`src/rtl/lpt_pkg.sv`:
```
package lpt_pkg;
  localparam int IDX_W = 4;

  localparam int IX_EN     = 0;
  localparam int IX_DIR    = 1;
  localparam int IX_STROBE = 2;
  localparam int IX_BUSY   = 2;
  localparam int IX_ERR    = 3;
  localparam int IX_INIT   = 4;
  localparam int IX_POUT   = 4;
  localparam int IX_SELPRN = 5;
  localparam int IX_SEL    = 5;
  localparam int IX_AUTOLF = 6;
  localparam int IX_ACK    = 6;
  localparam int IX_LED    = 7;

  typedef struct packed {
    logic autolf;
    logic selprn;
    logic init;
    logic strobe;
  } lpt_ctrl_t;

  typedef struct packed {
    logic ack;
    logic sel;
    logic pout;
    logic err;
    logic busy;
  } lpt_stat_t;

  localparam int STAT_W = $bits(lpt_stat_t);
endpackage

```
`src/rtl/lpt_addr_decode.sv`:
```
module lpt_addr_decode #(
  parameter int ADDR_W  = 16,
  parameter int IDX_W   = 4,
  parameter int BB_BASE = 'h1000,
  parameter int MEM_LOC = 'h5000
) (
  input  logic [ADDR_W-1:0] bb_addr,
  input  logic [ADDR_W-1:0] mem_addr,
  output logic              bb_hit,
  output logic [IDX_W-1:0]  bb_idx,
  output logic              mem_hit
);
  localparam logic [ADDR_W-1:0] BASE_V = ADDR_W'(BB_BASE);
  localparam logic [ADDR_W-1:0] LOC_V  = ADDR_W'(MEM_LOC);

  always_comb begin
    bb_hit  = (bb_addr[ADDR_W-1:IDX_W] == BASE_V[ADDR_W-1:IDX_W]);
    bb_idx  = bb_addr[IDX_W-1:0];
    mem_hit = (mem_addr == LOC_V);
  end
endmodule

```
`src/rtl/lpt_sync.sv`:
```
module lpt_sync #(
  parameter int W      = 8,
  parameter int STAGES = 2
) (
  input  logic         clk,
  input  logic         rst,
  input  logic [W-1:0] d,
  output logic [W-1:0] q
);
  logic [W-1:0] st [STAGES];

  always_ff @(posedge clk) begin
    if (rst) st[0] <= '0;
    else     st[0] <= d;
  end

  for (genvar g = 1; g < STAGES; g++) begin : g_stage
    always_ff @(posedge clk) begin
      if (rst) st[g] <= '0;
      else     st[g] <= st[g-1];
    end
  end

  assign q = st[STAGES-1];
endmodule

```
`src/rtl/lpt_ctrl_regs.sv`:
```
module lpt_ctrl_regs
  import lpt_pkg::*;
#(
  parameter int IW = IDX_W
) (
  input  logic          clk,
  input  logic          rst,
  input  logic          wr_en,
  input  logic [IW-1:0] idx,
  input  logic          wbit,
  output lpt_ctrl_t     ctrl,
  output logic          card_en,
  output logic          dir_in,
  output logic          led
);
  always_ff @(posedge clk) begin
    if (rst) begin
      ctrl    <= '0;
      card_en <= 1'b0;
      dir_in  <= 1'b0;
      led     <= 1'b0;
    end else if (wr_en) begin
      case (int'(idx))
        IX_EN:     card_en     <= wbit;
        IX_DIR:    dir_in      <= wbit;
        IX_STROBE: ctrl.strobe <= wbit;
        IX_INIT:   ctrl.init   <= wbit;
        IX_SELPRN: ctrl.selprn <= wbit;
        IX_AUTOLF: ctrl.autolf <= wbit;
        IX_LED:    led         <= wbit;
        default:   ;
      endcase
    end
  end
endmodule

```
`src/rtl/lpt_data_port.sv`:
```
module lpt_data_port #(
  parameter int DW = 8
) (
  input  logic          clk,
  input  logic          rst,
  input  logic          wr,
  input  logic          rd,
  input  logic [DW-1:0] wdata,
  input  logic          card_en,
  input  logic          dir_in,
  input  logic [DW-1:0] pins_sync,
  output logic [DW-1:0] latch,
  output logic          oe,
  output logic [DW-1:0] rdata
);
  always_ff @(posedge clk) begin
    if (rst) begin
      latch <= '0;
      rdata <= '0;
    end else begin
      if (wr && card_en) latch <= wdata;
      if (rd && card_en) rdata <= dir_in ? pins_sync : latch;
      else               rdata <= '0;
    end
  end

  assign oe = card_en & ~dir_in;
endmodule

```
`src/rtl/lpt_bitbus_card.sv`:
```
module lpt_bitbus_card
  import lpt_pkg::*;
#(
  parameter int CARD_SEL    = 0,
  parameter int ADDR_W      = 16,
  parameter int DW          = 8,
  parameter int SYNC_STAGES = 2,
  parameter int BB_BASE0    = 'h1000,
  parameter int BB_STRIDE   = 'h10,
  parameter int MEM_BASE0   = 'h5000,
  parameter int MEM_STRIDE  = 2
) (
  input  logic              clk,
  input  logic              rst,
  input  logic [ADDR_W-1:0] bb_addr,
  input  logic              bb_wr,
  input  logic              bb_wdata,
  input  logic              bb_rd,
  output logic              bb_rbit,
  input  logic [ADDR_W-1:0] mem_addr,
  input  logic              mem_wr,
  input  logic              mem_rd,
  input  logic [DW-1:0]     mem_wdata,
  output logic [DW-1:0]     mem_rdata,
  output logic [DW-1:0]     pd_out,
  output logic              pd_oe,
  input  logic [DW-1:0]     pd_in,
  input  logic              busy_i,
  input  logic              err_i,
  input  logic              pout_i,
  input  logic              sel_i,
  input  logic              ack_i,
  output logic              strobe_o,
  output logic              init_o,
  output logic              selprn_o,
  output logic              autolf_o,
  output logic              led_o
);
  localparam int BB_BASE = BB_BASE0 + CARD_SEL * BB_STRIDE;
  localparam int MEM_LOC = MEM_BASE0 + CARD_SEL * MEM_STRIDE;

  logic             bb_hit, mem_hit;
  logic [IDX_W-1:0] bb_idx;
  lpt_ctrl_t        ctrl;
  lpt_stat_t        stat_raw, stat_s;
  logic             card_en, dir_in, led;
  logic [DW-1:0]    pins_s;
  logic             rbit_nxt;

  lpt_addr_decode #(
    .ADDR_W(ADDR_W), .IDX_W(IDX_W), .BB_BASE(BB_BASE), .MEM_LOC(MEM_LOC)
  ) u_dec (
    .bb_addr(bb_addr), .mem_addr(mem_addr),
    .bb_hit(bb_hit), .bb_idx(bb_idx), .mem_hit(mem_hit)
  );

  lpt_ctrl_regs u_regs (
    .clk(clk), .rst(rst), .wr_en(bb_wr && bb_hit), .idx(bb_idx),
    .wbit(bb_wdata), .ctrl(ctrl), .card_en(card_en), .dir_in(dir_in), .led(led)
  );

  always_comb begin
    stat_raw.busy = busy_i;
    stat_raw.err  = err_i;
    stat_raw.pout = pout_i;
    stat_raw.sel  = sel_i;
    stat_raw.ack  = ack_i;
  end

  lpt_sync #(.W(STAT_W), .STAGES(SYNC_STAGES)) u_stat_sync (
    .clk(clk), .rst(rst), .d(stat_raw), .q(stat_s)
  );

  lpt_sync #(.W(DW), .STAGES(SYNC_STAGES)) u_pin_sync (
    .clk(clk), .rst(rst), .d(pd_in), .q(pins_s)
  );

  lpt_data_port #(.DW(DW)) u_data (
    .clk(clk), .rst(rst), .wr(mem_wr && mem_hit), .rd(mem_rd && mem_hit),
    .wdata(mem_wdata), .card_en(card_en), .dir_in(dir_in), .pins_sync(pins_s),
    .latch(pd_out), .oe(pd_oe), .rdata(mem_rdata)
  );

  always_comb begin
    case (int'(bb_idx))
      IX_EN:   rbit_nxt = card_en;
      IX_DIR:  rbit_nxt = dir_in;
      IX_BUSY: rbit_nxt = stat_s.busy;
      IX_ERR:  rbit_nxt = stat_s.err;
      IX_POUT: rbit_nxt = stat_s.pout;
      IX_SEL:  rbit_nxt = stat_s.sel;
      IX_ACK:  rbit_nxt = stat_s.ack;
      IX_LED:  rbit_nxt = led;
      default: rbit_nxt = 1'b0;
    endcase
  end

  always_ff @(posedge clk) begin
    if (rst) bb_rbit <= 1'b0;
    else     bb_rbit <= bb_rd && bb_hit && rbit_nxt;
  end

  assign strobe_o = ctrl.strobe;
  assign init_o   = ctrl.init;
  assign selprn_o = ctrl.selprn;
  assign autolf_o = ctrl.autolf;
  assign led_o    = led;
endmodule

```
`config.mk`:
```
export PLATFORM = sky130hd
export DESIGN_NAME = lpt_bitbus_card
export DESIGN_NICKNAME = d
export VERILOG_FILES = /design/src/rtl/lpt_pkg.sv /design/src/rtl/lpt_addr_decode.sv /design/src/rtl/lpt_sync.sv /design/src/rtl/lpt_ctrl_regs.sv /design/src/rtl/lpt_data_port.sv /design/src/rtl/lpt_bitbus_card.sv
export SDC_FILE = /design/constraint.sdc
export NUM_CORES = 1
export LEC_CHECK = 0
export CAP_MARGIN = 20
export CORE_MARGIN = 3
export CORE_UTILIZATION = 44
export CTS_CLUSTER_SIZE = 24
export DETAILED_ROUTE_END_ITERATION = 8
export GPL_TIMING_DRIVEN = 0
export PLACE_DENSITY = 0.89
export SKIP_CTS_REPAIR_TIMING = 1
export SYNTH_ARGS = -nofsm -noshare
export SYNTH_HDL_FRONTEND = slang
export SYNTH_SLANG_ARGS = --single-unit
```
`constraint.sdc`:
```
create_clock -name clk -period 4.1 [get_ports clk]
set_input_delay 0.41 -clock clk [delete_from_list [all_inputs] [get_ports clk]]
set_output_delay 0.41 -clock clk [all_outputs]
set_load 0.01 [all_outputs]
```
# == After elaboration in Yosys (flattened, before gate mapping) ==
# Memory sizes are Yosys's and may differ from the RTL's.
# Cells that the tools add are included.
# totals
register_bits,24
ram_bits,26
wordCells,53
mem_count,2
# op_classes
n_eq_ne,9
mux,9
bitwise_logic,7
reduce_logical,16
# memory_table
name,words,word_bits,read_ports,rd_ports_with_merged_regs,wr,line,source
u_pin_sync.st,2,8,2,0,2,lpt_sync.sv:10,logic [W-1:0] st [STAGES];
u_stat_sync.st,2,5,2,0,2,lpt_sync.sv:10,
# op_table
op,n
$mux 8,3
$eq 16x15->1 const B,1
$eq 4x3->1 const B,4
$reduce_and 2->1,7
$eq 12x9->1 const B,1
$mux 5,2
$eq 4x2->1 const B,2
$pmux 1 s8,1
$logic_and 1x1->1,7
$eq 4x1->1 const B,1
$logic_not 4->1,1
$or 1x1->1,4
$mux 1,3
$not 1->1,2
$reduce_or 2->1,1
$and 1x1->1,1

# == Depth between registers and ports, before layout ==
# Gate-level depths: netlist of run 1.
# depth
word_depth,5
mapped_depth,5
ltp_nobuf,4

# == By module ==
# A second synthesis of run 1 with hierarchy kept.
# hier_totals
hier_cells,176
hier_area_um2,1955.6
# by_module_without_submodules
mod,instances,cells_each,area_per_inst_um2,seq_area_each_um2
lpt_data_port,1,64,679.4,320.3
lpt_sync at u_pin_sync,1,33,464.2,320.3
lpt_ctrl_regs,1,33,330.3,140.1
lpt_sync at u_stat_sync,1,20,262.8,200.2
lpt_bitbus_card,1,13,122.6,20.0
lpt_addr_decode,1,13,96.3,0.0

# == Worst setup path after synthesis of run 1 ==
# No wires, ideal clock.
# synth_timing
path_type,in2reg
from,input bb_addr[5]
to,register bb_rbit
t_arrival_ns,1.792
required_time_ns,3.997
setup_slack_ns,2.205
path_stages,3
cell_sequence,or4_4 > or4b_1 > a2111oi_2
# synth_between
elab_chain_len,3
# synth_rtl
element,line,source
"start, declared",lpt_bitbus_card.sv:15,"input logic [ADDR_W-1:0] bb_addr,"
$eq 12x9->1,lpt_addr_decode.sv:17,bb_hit = (bb_addr[ADDR_W-1:IDX_W] == BASE_V[ADDR_W-1:IDX_W]);
$logic_and 1x1->1 (2 in series),lpt_bitbus_card.sv:100,else bb_rbit <= bb_rd && bb_hit && rbit_nxt;
"end signal, assigned",lpt_bitbus_card.sv:100,
"end, declared",lpt_bitbus_card.sv:19,"output logic bb_rbit,"
# Every way passes these cells.
# A chain may end at the register's enable or synchronous reset.

# == Worst setup path in the final report of run 1 ==
# layout_timing
from,register u_regs.dir_in
to,output pd_oe
# layout_between
elab_chain_len,2
# layout_rtl
element,line,source
"start, declared",lpt_ctrl_regs.sv:13,"output logic dir_in,"
"start signal, assigned",lpt_ctrl_regs.sv:25,IX_DIR: dir_in <= wbit;
$not 1->1,lpt_data_port.sv:27,assign oe = card_en & ~dir_in;
$and 1x1->1,lpt_data_port.sv:27,
"end, declared",lpt_bitbus_card.sv:26,"output logic pd_oe,"
# Every way passes these cells.

==> impl_metrics.py, run 1 <==
metrics = {
    "min_path": {
        "hold_path_class": "reg2reg",
    },
    "place": {
        "port_buffers": 78,
        "placed_cell_area_um2": 2709,
        "hpwl_um": 3470,
        "dp_cells": 312,
        "gp_congestion": 0.8370,
        "pre_cts_slack_ns": 1.611,
    },
    "timing": {
        "setup_tns_ns": 0,
        "clock_skew_ns": 0.008461,
        "final.period_utilization": 0.5380,
        "worst_pin_slew_ns": 0.7109,
        "max_freq_ghz": 0.4534,
        "hold_viol_final": 0,
        "setup_viol": 0,
        "slew_headroom": 0.5260,
        "maxSlewViolCount": 0,
        "min_period_ns": 2.206,
        "worst_slack_ns": 1.894,
        "rsz0062_at_grt": "no",
    },
    "layout": {
        "antenna_cells": 0,
        "multi_input_area_um2": 827.0,
        "n_fill_cell": 319,
        "area_growth_pct": 52.58,
        "final_net_count": 329,
        "design_area_um2": 2846,
        "final_cells": 320,
        "layout-drive-gt1-share": 0.06667,
        "seqCellArea_um2": 1001,
    },
    "logic_synthesis": {
        "ys.flop_type": "dfxtp_1",
        "synth_area_per_cell_um2": 10.14,
        "synthCells": 184,
        "yosysTopAreaCell": "dfxtp_1",
        "synth_common_cells": "dfxtp_1, nor2b_1, a21oi_1",
        "async_flop_share": 0,
        "yosys_warnings": 0,
        "yosysMostFrequentCell": "dfxtp_1",
        "synth_top_area_share": 0.5366,
        "ys_seq_elements": 50,
        "synthTopCellsByArea": "dfxtp_1, nor2b_1, mux2i_1",
        "synthDistinctLibCells": 27,
        "syn_nets": 244,
        "netlist_area_um2": 1866,
        "synth_edf_count": 0,
        "yosysSeqAreaShare": 0.5366,
    },
    "floorplan": {
        "initial_core_util": 0.4598,
        "coreArea_um2": 4058,
        "die_h_um": 71.12,
        "fp.dieW_um": 71.12,
        "row_count": 23,
        "ioPinCount": 83,
        "dieArea_um2": 5057,
    },
    "power_and_ir_drop": {
        "seqPwrFrac": 0.503,
        "switchingPower_uw": 193.0,
        "intPower_uw": 799.8,
        "p_leak_uw": 0.0009836,
        "ir_worst_vdd_mv": 0.2909,
        "p_clk_frac": 0.408,
        "power_density_nw_per_um2": 348.8,
        "swShare": 0.1944,
        "power_frac_comb": 0.089,
    },
    "detailed_routing": {
        "drt-pass1-iter-count": 4,
        "drc": 0,
        "viasPerCell": 5.153,
        "antenna_left": 0,
        "m1WireLength_um": 1815,
        "dr_wl_met3_um": 367,
        "wire_per_inst_um": 14.43,
        "met2_length_um": 2337,
        "via_count": 1649,
        "dr.first_iter.drc_count": 136,
        "top_layer": "met4",
        "wl_um": 4619,
    },
    "setup_path": {
        "critPathMaxFanout": 10,
        "cp.arrival_ns": 1.80,
        "crit_type": "reg2out",
        "end_kind": "output pin",
        "startpoint_type": "flop",
        "cp_data_required_time_ns": 3.69,
        "crit_chain": "clkbuf_1, nor2b_1, clkdlybuf4s50_1",
        "slowest_stage": "clkbuf_1",
        "cp_slowest_stage_delay_ns": 0.55,
    },
    "global_route": {
        "track_usage": 0.1788,
        "grt_pass1_vias": 1538,
        "antenna_found_initial": 0,
        "grt_start_max_net_pins": 17,
        "grt_overflow": 0,
        "grt_pass1_wl_um": 7044,
    },
    "run_status": {
        "outcome": "finished, final reports clean",
    },
    "clocking": {
        "clock_latency_ns": 0.31,
        "cts_buffers": 5,
        "cts-root-buf": "clkbuf_8",
        "path_clk_slew_ns": 0.09,
        "numClockSinks": 50,
        "htree_levels": 2,
        "ctsLongestPathBuffers": 2,
        "cts_tree": "built",
    },
    "flow_run": {
        "cap_violations": 0,
    },
}
==> state kept, by name (all words and copies together), names as in the netlist <==
signal	count
u_regs.led	1
u_regs.ctrl	4
u_stat_sync.st	10
u_pin_sync.st	16
u_data.rdata	8
u_data.latch	8
u_regs.card_en	1
bb_rbit	1
u_regs.dir_in	1
==> cells by family (layout without fill, tap and decap cells) <==
logic type | after synthesis | after routing | share of synthesized area
AOI/OAI and AO/OA | 32 | 32 | 0.1100
DFF | 50 | 50 | 0.5366
buffers and inverters | 10 | 96 | 0.02012
muxes | 12 | 12 | 0.06439
and+or+nand+nor | 80 | 80 | 0.2689
==> metrics by stage <==
step                      utilization  hold WS [ns]  total power (uW)
after global placement         0.6676        0.4190             597.1
after global routing           0.7015        0.4597              1020
after detailed placement       0.6676        0.4204             599.0
after floorplan                     -        0.4138             537.3
final                          0.7015        0.4381             992.8
after CTS                      0.7015        0.4398             994.1
==> area by class of cell <==
type	count	area share
well taps	50	0.02198
clock inverters	3	0.02418
multi-input cells	124	0.2905
repair buffers	78	0.2743
flip-flops and latches	50	0.3516
clock buffers	5	0.02418
plain buffers	10	0.01319
==> layout by cell type, fill, tap and decap left out, drive strengths merged <==
master         instances
clkdlybuf4s50         78
dfxtp                 50
nor2b                 27
clkbuf                15
a21oi                 14
mux2i                 12
nor2                  12
nand3                  9
o21ai                  9
nand4                  9
a21bo                  6
nand2b                 4
nand2                  4
nor4b                  3
nor4                   3
or4b                   2
bufinv                 2
or4                    2
and3b                  1
o211ai                 1
a21o                   1
a2111oi                1
and4                   1
nand4bb                1
nor3                   1
nor3b                  1
clkinv                 1
==> path summary, 6_finish.rpt <==
path | from | end | slack [ns] | depth (start not counted)
setup / recovery | u_regs.dir_in | pd_oe | 1.89 | 3
hold / removal | u_stat_sync.st[0][3] | u_stat_sync.st[1][3] | 0.44 | 1
setup reg to reg | u_regs.card_en | u_data.rdata[7] | 2.20 | 5
hold reg to reg | u_stat_sync.st[0][3] | u_stat_sync.st[1][3] | 0.44 | 1
==> critical path: cells and delay by family, from the launching register on <==
kind / cells / cell delay (ns)
buffers and inverters: 2 / 1.06
DFF: 1 / 0.34
and+or+nand+nor: 1 / 0.10
==> per-layer routing <==
layer | GRT usage | up-vias
li1 | - | 818
met2 | 0.3059 | 71
met3 | 0.04545 | 9
met1 | 0.2043 | 751
met5 | 0 | -
met4 | 0.09395 | 0
==> power groups by stage <==
stage / sequential (uW) / combinational [uW] / clock (uW)
2_1_floorplan: 510 / 27.3 / 0
3_3_place_gp: 511 / 86.2 / 0
3_5_place_dp: 511 / 87.6 / 0
4_1_cts: 500 / 88.3 / 406
5_1_grt: 501 / 94.8 / 424
6_report: 500 / 88.1 / 405
Power figures use the tool's default switching activity.
==> run 2: changes to the inputs <==
--- a/config.mk
+++ b/config.mk
@@ -7,11 +7,11 @@
 export LEC_CHECK = 0
 export CAP_MARGIN = 20
 export CORE_MARGIN = 3
-export CORE_UTILIZATION = 44
+export CORE_UTILIZATION = 37
 export CTS_CLUSTER_SIZE = 24
 export DETAILED_ROUTE_END_ITERATION = 8
 export GPL_TIMING_DRIVEN = 0
-export PLACE_DENSITY = 0.89
+export PLACE_DENSITY = 0.8
 export SKIP_CTS_REPAIR_TIMING = 1
 export SYNTH_ARGS = -nofsm -noshare
 export SYNTH_HDL_FRONTEND = slang
==> constraint.sdc (replaced) <==
create_clock -name clk -period 2 [get_ports clk]
set_input_delay 0.2 -clock clk [delete_from_list [all_inputs] [get_ports clk]]
set_output_delay 0.2 -clock clk [all_outputs]
set_load 0.01 [all_outputs]
==> run 2 against run 1 <==
Global-route usage decreased by 3.4 points. Final cell count increased by 5.0%. Critical path type is now in2reg. Utilization decreased by 11 points. First-iteration DRC count decreased by 5.9%. Sequential share of layout area about the same. Worst setup slack got worse by 1.8 ns. Flip-flop and latch count unchanged. Highest routed layer unchanged. Routed wire length decreased by 5.8%. Largest power group unchanged.
==> impl_metrics.py, run 2 (synthesis results as in run 1) <==
metrics = {
    "layout": {
        "area_growth_pct": 52.78,
        "design_area_um2": 2850,
        "antenna_cells": 0,
        "final_net_count": 328,
        "largest_registers": "u_pin_sync.st (16), u_stat_sync.st (10)",
        "top_register": "u_pin_sync.st",
        "final_common_cell": "clkdlybuf4s50_1",
        "final_cell_mix": "clkdlybuf4s50_1, dfxtp_1, nor2b_1",
        "n_fill_cell": 423,
        "largest_register_ffs": 16,
        "layout-drive-gt1-share": 0.07063,
        "final_cells": 336,
    },
    "detailed_routing": {
        "dr.first_iter.drc_count": 128,
        "antenna_left": 0,
        "wl_um": 4352,
        "drc": 0,
        "drt-pass1-iter-count": 4,
        "wire_per_inst_um": 12.95,
        "via_count": 1559,
        "viasPerCell": 4.640,
    },
    "run_status": {
        "outcome": "finished, final reports clean",
    },
    "place": {
        "port_buffers": 78,
        "gp_congestion": 0.7686,
        "placed_cell_area_um2": 2730,
        "dp_cells": 329,
        "hpwl_um": 3444,
    },
    "power_and_ir_drop": {
        "total_power_uw": 1904,
        "p_clk_frac": 0.367,
        "intPower_uw": 1514,
        "seqPwrFrac": 0.538,
        "power_frac_comb": 0.094,
        "power_density_nw_per_um2": 668.0,
        "ir_worst_vdd_mv": 0.5770,
        "swShare": 0.2049,
        "p_leak_uw": 0.0009841,
        "switchingPower_uw": 390.1,
    },
    "floorplan": {
        "coreArea_um2": 4786,
        "die_h_um": 77.01,
        "ioPinCount": 83,
        "row_count": 25,
        "dieArea_um2": 5930,
        "fp.dieW_um": 77.01,
        "initial_core_util": 0.3898,
    },
    "global_route": {
        "track_usage": 0.1450,
        "grt_start_max_net_pins": 17,
        "grt_overflow": 0,
        "antenna_found_initial": 0,
        "grt_pass1_wl_um": 6865,
        "grt_pass1_vias": 1444,
    },
    "clocking": {
        "path_clk_slew_ns": 0.09,
        "clock_latency_ns": 0.30,
        "numClockSinks": 50,
        "htree_levels": 2,
        "cts_buffers": 5,
        "ctsLongestPathBuffers": 2,
        "cts-root-buf": "clkbuf_8",
        "cts_tree": "built",
    },
    "timing": {
        "setup_viol": 0,
        "max_freq_ghz": 0.5280,
        "slew_headroom": 0.6094,
        "clock_skew_ns": 0.008232,
        "holdWs_ns": 0.3256,
        "rsz0062_at_grt": "no",
        "final.period_utilization": 0.9470,
        "worst_pin_slew_ns": 0.5851,
        "hold_viol_final": 0,
        "min_period_ns": 1.894,
        "maxSlewViolCount": 0,
    },
    "setup_path": {
        "startpoint_type": "input pin",
        "slowest_stage": "or4_4",
        "critPathMaxFanout": 3,
        "end_kind": "flop",
        "crit_type": "in2reg",
        "rrSetupSlack_ns": 0.25,
        "cp_data_required_time_ns": 2.19,
        "crit_chain": "clkdlybuf4s50_1, or4_4, or4b_1, a2111oi_2",
        "cp.arrival_ns": 2.09,
        "cp_slowest_stage_delay_ns": 0.58,
    },
    "flow_run": {
        "cap_violations": 0,
    },
    "min_path": {
        "hold_path_class": "in2reg",
    },
}
[run 2: changes by cell type in the layout (fill, tap and decap cells not counted), sizes merged]
| cell | change |
|---|---|
| clkbuf | -1 |
| inv | +1 |
| bufinv | -1 |
[run 2: worst paths after layout]
check	startpoint	to	cells after the start
setup reg to reg	u_regs.card_en	u_data.latch[5]	5
hold reg to reg	u_stat_sync.st[0][0]	u_stat_sync.st[1][0]	1
setup / recovery	bb_addr[5]	bb_rbit	4
hold / removal	mem_wr	u_data.latch[0]	3
[run 2: metrics by stage]
step / utilization / setup TNS, ns / setup slack (ns)
after floorplan: - / 0 / 0.3148
after global placement: 0.5705 / -1.935 / -0.2377
after detailed placement: 0.5705 / -2.572 / -0.2816
after CTS: 0.5940 / 0 / 0.01571
after global routing: 0.5956 / 0 / 0.05433
final: 0.5956 / 0 / 0.1059
[run 2: routing by layer]
| layer | GRT usage | vias to the layer above | part of all wire |
|---|---|---|---|
| li1 | - | 817 | - |
| met1 | 0.1738 | 681 | 0.42 |
| met2 | 0.2448 | 57 | 0.49 |
| met3 | 0.04812 | 4 | 0.073 |
| met4 | 0.04626 | 0 | 0.0092 |
| met5 | 0 | - | 0 |
[run 2: cell type report]
type / instances / area, um2 / share of cell area
Tap cell: 67 / 83.83 / 0.02941
Clock inverter: 3 / 43.79 / 0.01536
Buffer: 9 / 33.78 / 0.01185
Timing Repair Buffer: 78 / 780.7 / 0.2739
Multi-Input combinational cell: 124 / 838.3 / 0.2941
Clock buffer: 5 / 68.82 / 0.02414
Sequential cell: 50 / 1001 / 0.3512
[run 2: critical path, delay by kind of cell]
family	cells	cell delay, ns
and+or+nand+nor	2	1.13
buffers and inverters	1	0.41
AOI/OAI and AO/OA	1	0.34
[run 2: power groups by stage]
stage               logic, uW  clock network [uW]  registers [uW]
floorplan                55.9                   0            1050
global placement          176                   0            1050
detailed placement        179                   0            1050
CTS                       179                 719            1020
global route              193                 756            1030
finish                    180                 700            1020
